$ cat src/rtl/presc_pkg.sv
package presc_pkg;
   typedef enum logic {
      PRESC_LEGACY   = 1'b0,
      PRESC_EXTENDED = 1'b1
   } presc_mode_e;

   // Bit positions the extended decode depends on
   localparam int EXP_LSB_POS    = 4;
   localparam int EXP_HI_LSB_POS = 6;
   localparam int EXP_HI_W       = 2;
   localparam int CFG_FIELD_W    = 8;
endpackage

$ cat src/rtl/presc_decode.sv
module presc_decode
   import presc_pkg::*;
#(
   parameter presc_mode_e MODE = PRESC_EXTENDED,
   parameter int FIELD_W       = 8,
   parameter int MANT_W        = 4,
   parameter int EXP_W         = 3,
   parameter int LEG_W         = 5,
   parameter int LEG_BASE      = 16,
   parameter int LEG_MIN_DIV   = 4,
   parameter int DIV_W         = 11
) (
   input  logic [FIELD_W-1:0] cfg,
   output logic [DIV_W-1:0]   divider
);
   localparam int LEG_MIN_FIELD = LEG_BASE + LEG_MIN_DIV / 2;

   generate
      if (MODE == PRESC_EXTENDED) begin : g_ext
         logic [MANT_W-1:0] mant;
         logic [MANT_W-1:0] mant_eff;
         logic [EXP_W-1:0]  expo;
         logic [DIV_W-1:0]  prod;

         assign mant     = cfg[MANT_W-1:0];
         assign mant_eff = (mant == '0) ? MANT_W'(1) : mant;
         assign expo     = {cfg[EXP_HI_LSB_POS +: EXP_HI_W], cfg[EXP_LSB_POS]};
         assign prod     = DIV_W'(mant_eff) << expo;

         always_comb begin
            if (prod < DIV_W'(2)) divider = DIV_W'(2);
            else                  divider = prod;
         end
      end else begin : g_leg
         logic [LEG_W-1:0] lv;
         assign lv = cfg[LEG_W-1:0];

         always_comb begin
            if (int'(lv) < LEG_MIN_FIELD)
               divider = DIV_W'(LEG_MIN_DIV);
            else
               divider = (DIV_W'(lv) - DIV_W'(LEG_BASE)) << 1;
         end
      end
   endgenerate
endmodule

$ cat src/rtl/presc_halves.sv
module presc_halves #(
   parameter int DIV_W  = 11,
   parameter int HALF_W = 11
) (
   input  logic [DIV_W-1:0]  divider,
   output logic [HALF_W-1:0] len_low,
   output logic [HALF_W-1:0] len_high
);
   logic [DIV_W:0] rounded;

   assign rounded  = {1'b0, divider} + {{DIV_W{1'b0}}, 1'b1};
   assign len_low  = HALF_W'(rounded >> 1);
   assign len_high = HALF_W'({1'b0, divider} >> 1);
endmodule

$ cat src/rtl/presc_counter.sv
module presc_counter #(
   parameter int FIELD_W = 8,
   parameter int HALF_W  = 11
) (
   input  logic               clk,
   input  logic               rst_n,
   input  logic               clk_en,
   input  logic [FIELD_W-1:0] cfg,
   input  logic [HALF_W-1:0]  len_low,
   input  logic [HALF_W-1:0]  len_high,
   output logic               strobe,
   output logic               level
);
   logic [HALF_W-1:0]  cnt_q;
   logic [FIELD_W-1:0] cfg_q;
   logic [HALF_W-1:0]  cur_len;
   logic               cfg_moved;

   assign cur_len   = level ? len_high : len_low;
   assign cfg_moved = (cfg_q != cfg);
   assign strobe    = clk_en && !cfg_moved && (cnt_q == cur_len - HALF_W'(1));

   always_ff @(posedge clk) begin
      if (!rst_n) begin
         cnt_q <= '0;
         cfg_q <= '0;
         level <= 1'b0;
      end else begin
         cfg_q <= cfg;
         if (!clk_en) begin
            cnt_q <= '0;
            level <= 1'b0;
         end else if (cfg_moved) begin
            cnt_q <= '0;
         end else if (strobe) begin
            cnt_q <= '0;
            level <= ~level;
         end else begin
            cnt_q <= cnt_q + HALF_W'(1);
         end
      end
   end
endmodule

$ cat src/rtl/sclk_prescaler.sv
module sclk_prescaler
   import presc_pkg::*;
#(
   parameter presc_mode_e MODE = PRESC_EXTENDED,
   parameter int FIELD_W       = 8,
   parameter int MANT_W        = 4,
   parameter int EXP_W         = 3,
   parameter int LEG_W         = 5,
   parameter int LEG_BASE      = 16,
   parameter int LEG_MIN_DIV   = 4
) (
   input  logic               clk,
   input  logic               rst_n,
   input  logic               clk_en,
   input  logic [FIELD_W-1:0] prescale_cfg,
   output logic               sclk_toggle,
   output logic               sclk_phase
);
   localparam int DIV_W    = (MODE == PRESC_EXTENDED) ? (MANT_W + (1 << EXP_W) - 1) : (LEG_W + 1);
   localparam int HALF_W   = DIV_W;
   localparam int MAX_DIV  = (MODE == PRESC_EXTENDED)
                           ? (((1 << MANT_W) - 1) << ((1 << EXP_W) - 1))
                           : (2 * ((1 << LEG_W) - 1 - LEG_BASE));
   localparam int MAX_HALF = (MAX_DIV + 1) / 2;

   // Elaboration-time parameter checks
   if (FIELD_W != CFG_FIELD_W) begin : g_bad_field
      $error("sclk_prescaler: FIELD_W must be %0d", CFG_FIELD_W);
   end
   if (MODE == PRESC_EXTENDED && (MANT_W != EXP_LSB_POS || EXP_W != EXP_HI_W + 1)) begin : g_bad_ext
      $error("sclk_prescaler: extended decode needs MANT_W=4 and EXP_W=3");
   end
   if (MODE == PRESC_LEGACY && (LEG_W > FIELD_W || LEG_MIN_DIV < 2 || LEG_BASE + LEG_MIN_DIV / 2 >= (1 << LEG_W))) begin : g_bad_leg
      $error("sclk_prescaler: inconsistent legacy parameters");
   end

   logic [DIV_W-1:0]  divider;
   logic [HALF_W-1:0] len_low;
   logic [HALF_W-1:0] len_high;

   presc_decode #(
      .MODE(MODE), .FIELD_W(FIELD_W), .MANT_W(MANT_W), .EXP_W(EXP_W),
      .LEG_W(LEG_W), .LEG_BASE(LEG_BASE), .LEG_MIN_DIV(LEG_MIN_DIV), .DIV_W(DIV_W)
   ) u_decode (
      .cfg     (prescale_cfg),
      .divider (divider)
   );

   presc_halves #(.DIV_W(DIV_W), .HALF_W(HALF_W)) u_halves (
      .divider  (divider),
      .len_low  (len_low),
      .len_high (len_high)
   );

   presc_counter #(.FIELD_W(FIELD_W), .HALF_W(HALF_W)) u_counter (
      .clk      (clk),
      .rst_n    (rst_n),
      .clk_en   (clk_en),
      .cfg      (prescale_cfg),
      .len_low  (len_low),
      .len_high (len_high),
      .strobe   (sclk_toggle),
      .level    (sclk_phase)
   );
endmodule

$ cat config.mk
export PLATFORM = sky130hd
export DESIGN_NAME = sclk_prescaler
export DESIGN_NICKNAME = d
export VERILOG_FILES = /design/src/rtl/presc_pkg.sv /design/src/rtl/presc_decode.sv /design/src/rtl/presc_halves.sv /design/src/rtl/presc_counter.sv /design/src/rtl/sclk_prescaler.sv
export SDC_FILE = /design/constraint.sdc
export NUM_CORES = 1
export LEC_CHECK = 0
export BUFFER_PORTS_ARGS = -buffer_cell sky130_fd_sc_hd__clkbuf_2
export CORE_MARGIN = 3
export CORE_UTILIZATION = 40
export DETAILED_ROUTE_END_ITERATION = 6
export SYNTH_ARGS = -nofsm -noshare
export SYNTH_HDL_FRONTEND = slang
export SYNTH_SLANG_ARGS = --single-unit
$ cat constraint.sdc
create_clock -name clk -period 6.9 [get_ports clk]
set_clock_uncertainty 0.2 [all_clocks]
set_input_delay 1.38 -clock clk [delete_from_list [all_inputs] [get_ports clk]]
set_output_delay 1.38 -clock clk [all_outputs]
set_load 0.005 [all_outputs]
# --- Yosys cells after proc, flatten, opt, wreduce, memory -nomap -nowiden ---
# Cells that the tools add are included.
totals:
  elab_cells: 24
  out_inout_bits: 2
  inputBits: 11
  regBits: 20
op_classes:
  bitwise_logic: 4
  addsub: 3
  eq_ne: 2
  magnitude_cmp: 1
  mux: 3
  reduce_logical: 7
  n_shift: 1
op_table:
  columns: ["op", "n"]
  rows:
  - ["two-way mux 11 bit", 2]
  - ["adder 11 x 1 -> 12 bit, second input constant", 1]
  - ["adder 11 x 1 -> 11 bit, second input constant", 1]
  - ["== test 11 bit", 1]
  - ["less-than comparator 11 x 2 -> 1 bit, second input constant", 1]
  - ["left shift 4 x 3 -> 11 bit", 1]
  - ["subtractor 11 x 1 -> 11 bit, second input constant", 1]
  - ["inequality test 8 bit", 1]
  - ["zero test 4 bit", 1]
  - ["two-way mux 4 bit", 1]
  - ["NOT 1 bit", 4]
  - ["AND reduction 2 bit", 2]
  - ["OR reduction 4 bit", 1]
  - ["logical AND 1 bit", 2]
  - ["zero test 1 bit", 1]

# --- Depth between registers and ports, before layout ---
logic_depth:
  word_depth: 11
  depth_mapped: 19
  ltp_nobuf: 16

# --- Cells and area by module ---
# Synthesis repeated with hierarchy kept, for this count alone.
unflattened:
  hier_cells: 217
  hier_area_um2: 1910.6
by_module_without_submodules:
  columns: ["module", "seq_area_each_um2", "cells_each", "area_per_inst_um2", "n_inst"]
  rows:
  - ["presc_counter", 400.4, 142, 1416.4, 1]
  - ["presc_halves", 0.0, 34, 254.0, 1]
  - ["presc_decode", 0.0, 41, 240.2, 1]

# --- Worst setup path before layout ---
# OpenSTA, ideal clock, no wires.
synth_timing:
  kind: "input to output"
  from: "input prescale_cfg[4]"
  to: "output sclk_toggle"
  setup_slack_ps: -80
  path_buffers: 2
  cell_stages: 16
  arrival_time_ps: 5400
  cell_sequence: "buf_2 > mux2i_1 > a21o_2 > nand3_1 > a2111oi_2 > a211oi_1 > ha_1 > or4b_2 > a21oi_1 > nor3b_2 > a2111oi_4 > or3_1 > nand4_1 > nor3_2 > buf_2 > and2_1"
synth_via:
  elab_chain_len: 8
synth_rtl:
  columns: ["element", "line", "text"]
  rows:
  - ["start, declared", "sclk_prescaler.sv:15", "input logic [FIELD_W-1:0] prescale_cfg,"]
  - ["left shift 4 x 3 -> 11 bit", "presc_decode.sv:28", "assign prod = DIV_W'(mant_eff) << expo;"]
  - ["less-than comparator 11 x 2 -> 1 bit", "presc_decode.sv:31", "if (prod < DIV_W'(2)) divider = DIV_W'(2);"]
  - ["two-way mux 11 bit", "presc_decode.sv:31", null]
  - ["adder 11 x 1 -> 12 bit", "presc_halves.sv:11", "assign rounded = {1'b0, divider} + {{DIV_W{1'b0}}, 1'b1};"]
  - ["two-way mux 11 bit", "presc_counter.sv:19", "assign cur_len = level ? len_high : len_low;"]
  - ["subtractor 11 x 1 -> 11 bit", "presc_counter.sv:21", "assign strobe = clk_en && !cfg_moved && (cnt_q == cur_len - HALF_W'(1));"]
  - ["== test 11 bit", "presc_counter.sv:21", null]
  - ["logical AND 1 bit *", "presc_counter.sv:21", null]
  - ["end, declared", "sclk_prescaler.sv:16", "output logic sclk_toggle,"]
# Every way passes the cells marked *; elsewhere a longest branch is shown, timed or not.

# --- Worst setup path after layout ---
layout_timing:
  from: "input prescale_cfg[3]"
  to: "output sclk_toggle"
layout_via:
  elab_chain_len: 10
layout_rtl:
  columns: ["element", "line", "text"]
  rows:
  - ["zero test 4 bit", "presc_decode.sv:26", "assign mant_eff = (mant == '0) ? MANT_W'(1) : mant;"]
  - ["two-way mux 4 bit", "presc_decode.sv:26", null]
  - ["left shift 4 x 3 -> 11 bit", "presc_decode.sv:28", null]
  - ["less-than comparator 11 x 2 -> 1 bit", "presc_decode.sv:31", null]
  - ["two-way mux 11 bit", "presc_decode.sv:31", null]
  - ["adder 11 x 1 -> 12 bit", "presc_halves.sv:11", null]
  - ["two-way mux 11 bit", "presc_counter.sv:19", null]
  - ["subtractor 11 x 1 -> 11 bit", "presc_counter.sv:21", null]
  - ["== test 11 bit", "presc_counter.sv:21", null]
  - ["logical AND 1 bit *", "presc_counter.sv:21", null]
# Marks and branches as above.

==> impl_metrics.csv <==
group,metric,value,unit
setup_path,path_class,"in -> out",
setup_path,slowest_stage,"or4b_4",
finish,final_layout_size_suffix_gt1_frac,0.357,
synth,yosys.area_share.adder,0.0172,
placement,place.port_buffers,12,
timing,worst_slew_pin_slew,0.627,ns
synth,synth.area.top_cells,"dfxtp_1 18%, xnor2_1 7.6%, a211oi_2 5.7%",
placement,hpwl,4410,um
clock_tree,cts_buffers,3,
die,rows,26,
synth,syn_nets,280,
pwr,cellPowerDensity,139,nW/um^2
synth,synth-main-ff-cell,"dfxtp_1",
clock_tree,cts-root-buf,"clkbuf_8",
pwr,ir_drop,0.000162,V
die,core_area,5200,um^2
timing,fmax,0.148,GHz
synth,synth_largest_area_cell,"dfxtp_1",
global_route,grt_pass1_wl,9510,um
finish,nNetsFinal,323,
synth,ys_types,71,
job,maxCapViolations,0,
pwr,pwr-share-clk,0.291,
pwr,switching_share,0.308,
finish,post-route-util,0.541,
synth,netlist.area_leader.share,0.184,
drt,vias,2112,
global_route,grt_pass1_vias,1998,
synth,ys_async_sr_fraction,0,
die,die_area,6370,um^2
die,initial_core_util,0.419,
drt,first_pass_iters,4,
die,die_x,79.8,um
synth,syn_inst,266,
min_path,worst_hold_path_type,"reg -> reg",
timing,timing.final.crit_share,0.982,
setup_path,path_cells,"buf_8 > or4b_4 > a21o_4 > a32oi_4 > a2111oi_4 > a211oi_2 > ha_2 > or2_4 > o21ai_4 > ha_4 > xor2_1 > nand3_1 > a41oi_2 > nand2_1 > or3_4 > nor4_4 > and2_1 > clkbuf_2",
timing,max-slew-margin-rel,0.581,
global_route,grt_overflow_total,0,
clock_tree,clk_pin_slew,0.07,ns
synth,synthXorXnorAreaFrac,0.116,
run_status,status,"finished, final reports clean",
global_route,grt_max_degree,24,
drt,vias_per_cell,5.59,
clock_tree,cts_tree,"yes",
setup_path,critPathArrivalTime,5.20,ns
pwr,netSwitchingPower,121,uW
clock_tree,cts_hold_buf,0,
pwr,p_leak,0.999,nW
finish,syn_to_final_growth,29.1,%
pwr,power.internal,272,uW
synth,yosysSeqAreaShare,0.184,
timing,finalHoldViolCount,0,
setup_path,crit_required,5.32,ns
timing,period_minus_slack,6.78,ns
finish,antenna_cells,0,
timing,drv_slew,0,
global_route,grt_antenna_before_repair,0,
synth,yosys_warnings,0,
setup_path,max_stage_delay,0.56,ns
clock_tree,cts_max_path_buffers,2,
drt,drc,0,
synth,synth_edf_count,0,
synth,syn_area,2180,um^2
synth,synthMuxAreaShare,0.0379,
synth,synth_top_family_by_area,"simple AND/OR/NAND/NOR gates",
pwr,p_seq_frac,0.303,
timing,rsz0062_at_grt,"true",
die,die_h,79.8,um
clock_tree,cts.sinks,20,
drt,wire_per_inst,15.2,um
drt,drt_iter0_markers,207,
synth,yosys.area_share.simple,0.314,
placement,routabilityCongestion,0.894,
clock_tree,cts-htree-levels,1,
clock_tree,clock_latency,0.25,ns
timing,final-setup-viol-count,0,
synth,synth.ff_latch_count,20,
synth,avgSynthCellArea,8.20,um^2
pwr,combPwrFrac,0.406,
drt,routed_wl,5740,um
setup_path,startpoint_type,"input port",
die,ioPinCount,13,
global_route,grt_usage,0.185,
setup_path,end_kind,"output pin",
timing,whs,0.433,ns
synth,synth_compound_area_frac,0.276,
setup_path,cp_max_fo,4,
drt,ant_nets,0,
## area by class of cell
| type | instances | area (um^2) |
|---|---|---|
| multi-input combinational | 220 | 1790 |
| sequential | 20 | 400 |
| clock inverter | 1 | 30.0 |
| clock buffer | 3 | 41.3 |
| tap | 70 | 87.6 |
| inverter | 7 | 26.3 |
| timing repair buffer | 57 | 437 |
| fill | 514 | 2390 |
## kinds of logic (layout without fill, tap and decap cells)
logic type               Yosys count  in the layout
flip-flops                        20             20
XOR/XNOR                          29             29
multiplexers                       8              8
AO/OA/AOI/OAI                     66             66
buffers and inverters             26             68
AND/OR/NAND/NOR                  114            114
adder cells (fa/ha/maj)            3              3
## power groups by stage
| stage | Combinational [mW] | Clock (mW) | Sequential, mW |
|---|---|---|---|
| after floorplan | 0.0944 | 0 | 0.121 |
| after global placement | 0.141 | 0 | 0.122 |
| after detailed placement | 0.142 | 0 | 0.122 |
| after CTS | 0.144 | 0.117 | 0.119 |
| after global routing | 0.174 | 0.122 | 0.119 |
| final | 0.159 | 0.114 | 0.119 |
## cell usage after synthesis, types with 3 or more instances
master and instances:
dfxtp_1 20, nor2_1 19, xnor2_1 19, nand2_1 15
nand3_1 12, a211oi_2 10, and2_1 10, nand4_1 10
xor2_1 10, clkbuf_1 9, nor3_1 9, a21oi_1 7
inv_1 6, mux2i_1 6, o21ai_0 6, and3_1 5
buf_2 5, a211oi_1 4, a2111o_1 3, buf_1 3
ha_1 3, nand2b_1 3, nand3b_1 3, nand4b_1 3
nor2b_1 3, nor3b_1 3, o21ai_1 3, o22ai_1 3
## per-stage QoR
| step | instances | worst slack (ns) | power, mW | setup TNS (ns) | instance area, um^2 |
|---|---|---|---|---|---|
| after floorplan | 266 | 0.0342 | 0.216 | 0 | 2200 |
| after global placement | 368 | -0.0480 | 0.263 | -0.0480 | 2550 |
| after detailed placement | 368 | -0.0718 | 0.264 | -0.0718 | 2550 |
| after CTS | 372 | 0.0238 | 0.380 | 0 | 2640 |
| after global routing | 378 | -0.0631 | 0.415 | -0.0631 | 2820 |
| final | 378 | 0.122 | 0.392 | 0 | 2820 |
## final timing paths
kind / depth (start not counted) / from / slack (ns) / end
worst min register to register: 2 / u_counter.cnt_q[10] / 0.43 / u_counter.cnt_q[10]
worst min-delay path: 2 / u_counter.cnt_q[10] / 0.43 / u_counter.cnt_q[10]
worst max-delay path: 18 / prescale_cfg[3] / 0.12 / sclk_toggle
worst max register to register: 11 / u_counter.level / 3.56 / u_counter.cnt_q[0]
## cells in the final DEF, fill, tap and decap left out, types with 2 or more instances in the layout
cell / n
buf_4: 42
dfxtp_1: 20
nor2_1: 18
xnor2_1: 18
nand2_1: 15
nand3_1: 12
a211oi_2: 11
nand4_1: 10
and2_1: 10
nor3_1: 9
xor2_1: 9
clkbuf_2: 9
o21ai_0: 6
a21oi_1: 6
inv_1: 6
mux2i_1: 5
and3_1: 5
nand3b_1: 3
nand4b_1: 3
o22ai_1: 3
a2111o_1: 3
nand2b_1: 3
a211oi_1: 3
clkbuf_8: 3
buf_6: 3
and3_4: 2
mux2_2: 2
nor2_2: 2
a2bb2oi_1: 2
nor2b_1: 2
o21ai_1: 2
a2111oi_4: 2
o21a_1: 2
nor3b_2: 2
o31a_1: 2
nor3b_1: 2
a311oi_1: 2
o211ai_1: 2
## metal layers
layer,track usage,routed length (um),up-vias
met4,0.0405,45,0
met5,0,0,-
met3,0.00790,165,4
met2,0.317,2740,38
met1,0.256,2790,988
li1,-,-,1082
## flip-flops by register name, indices dropped and copies added (netlist names)
register / flops
u_counter.cfg_q: 8
u_counter.cnt_q: 11
u_counter.level: 1
## critical path: cells and delay by family
family          cells  cell delay [ns]
simple gates        7             1.84
compound gates      6             1.09
fa+ha+maj           2             0.54
buf+inv             2             0.21
xor+xnor            1             0.12
## what timing repair did
action,in CTS,in global routing
resized for setup,3,29
pin swaps,0,17
buffers inserted,0,6
endpoints found under the setup margin,1,1
cloned,0,0
(Power assumes the default switching activity.)
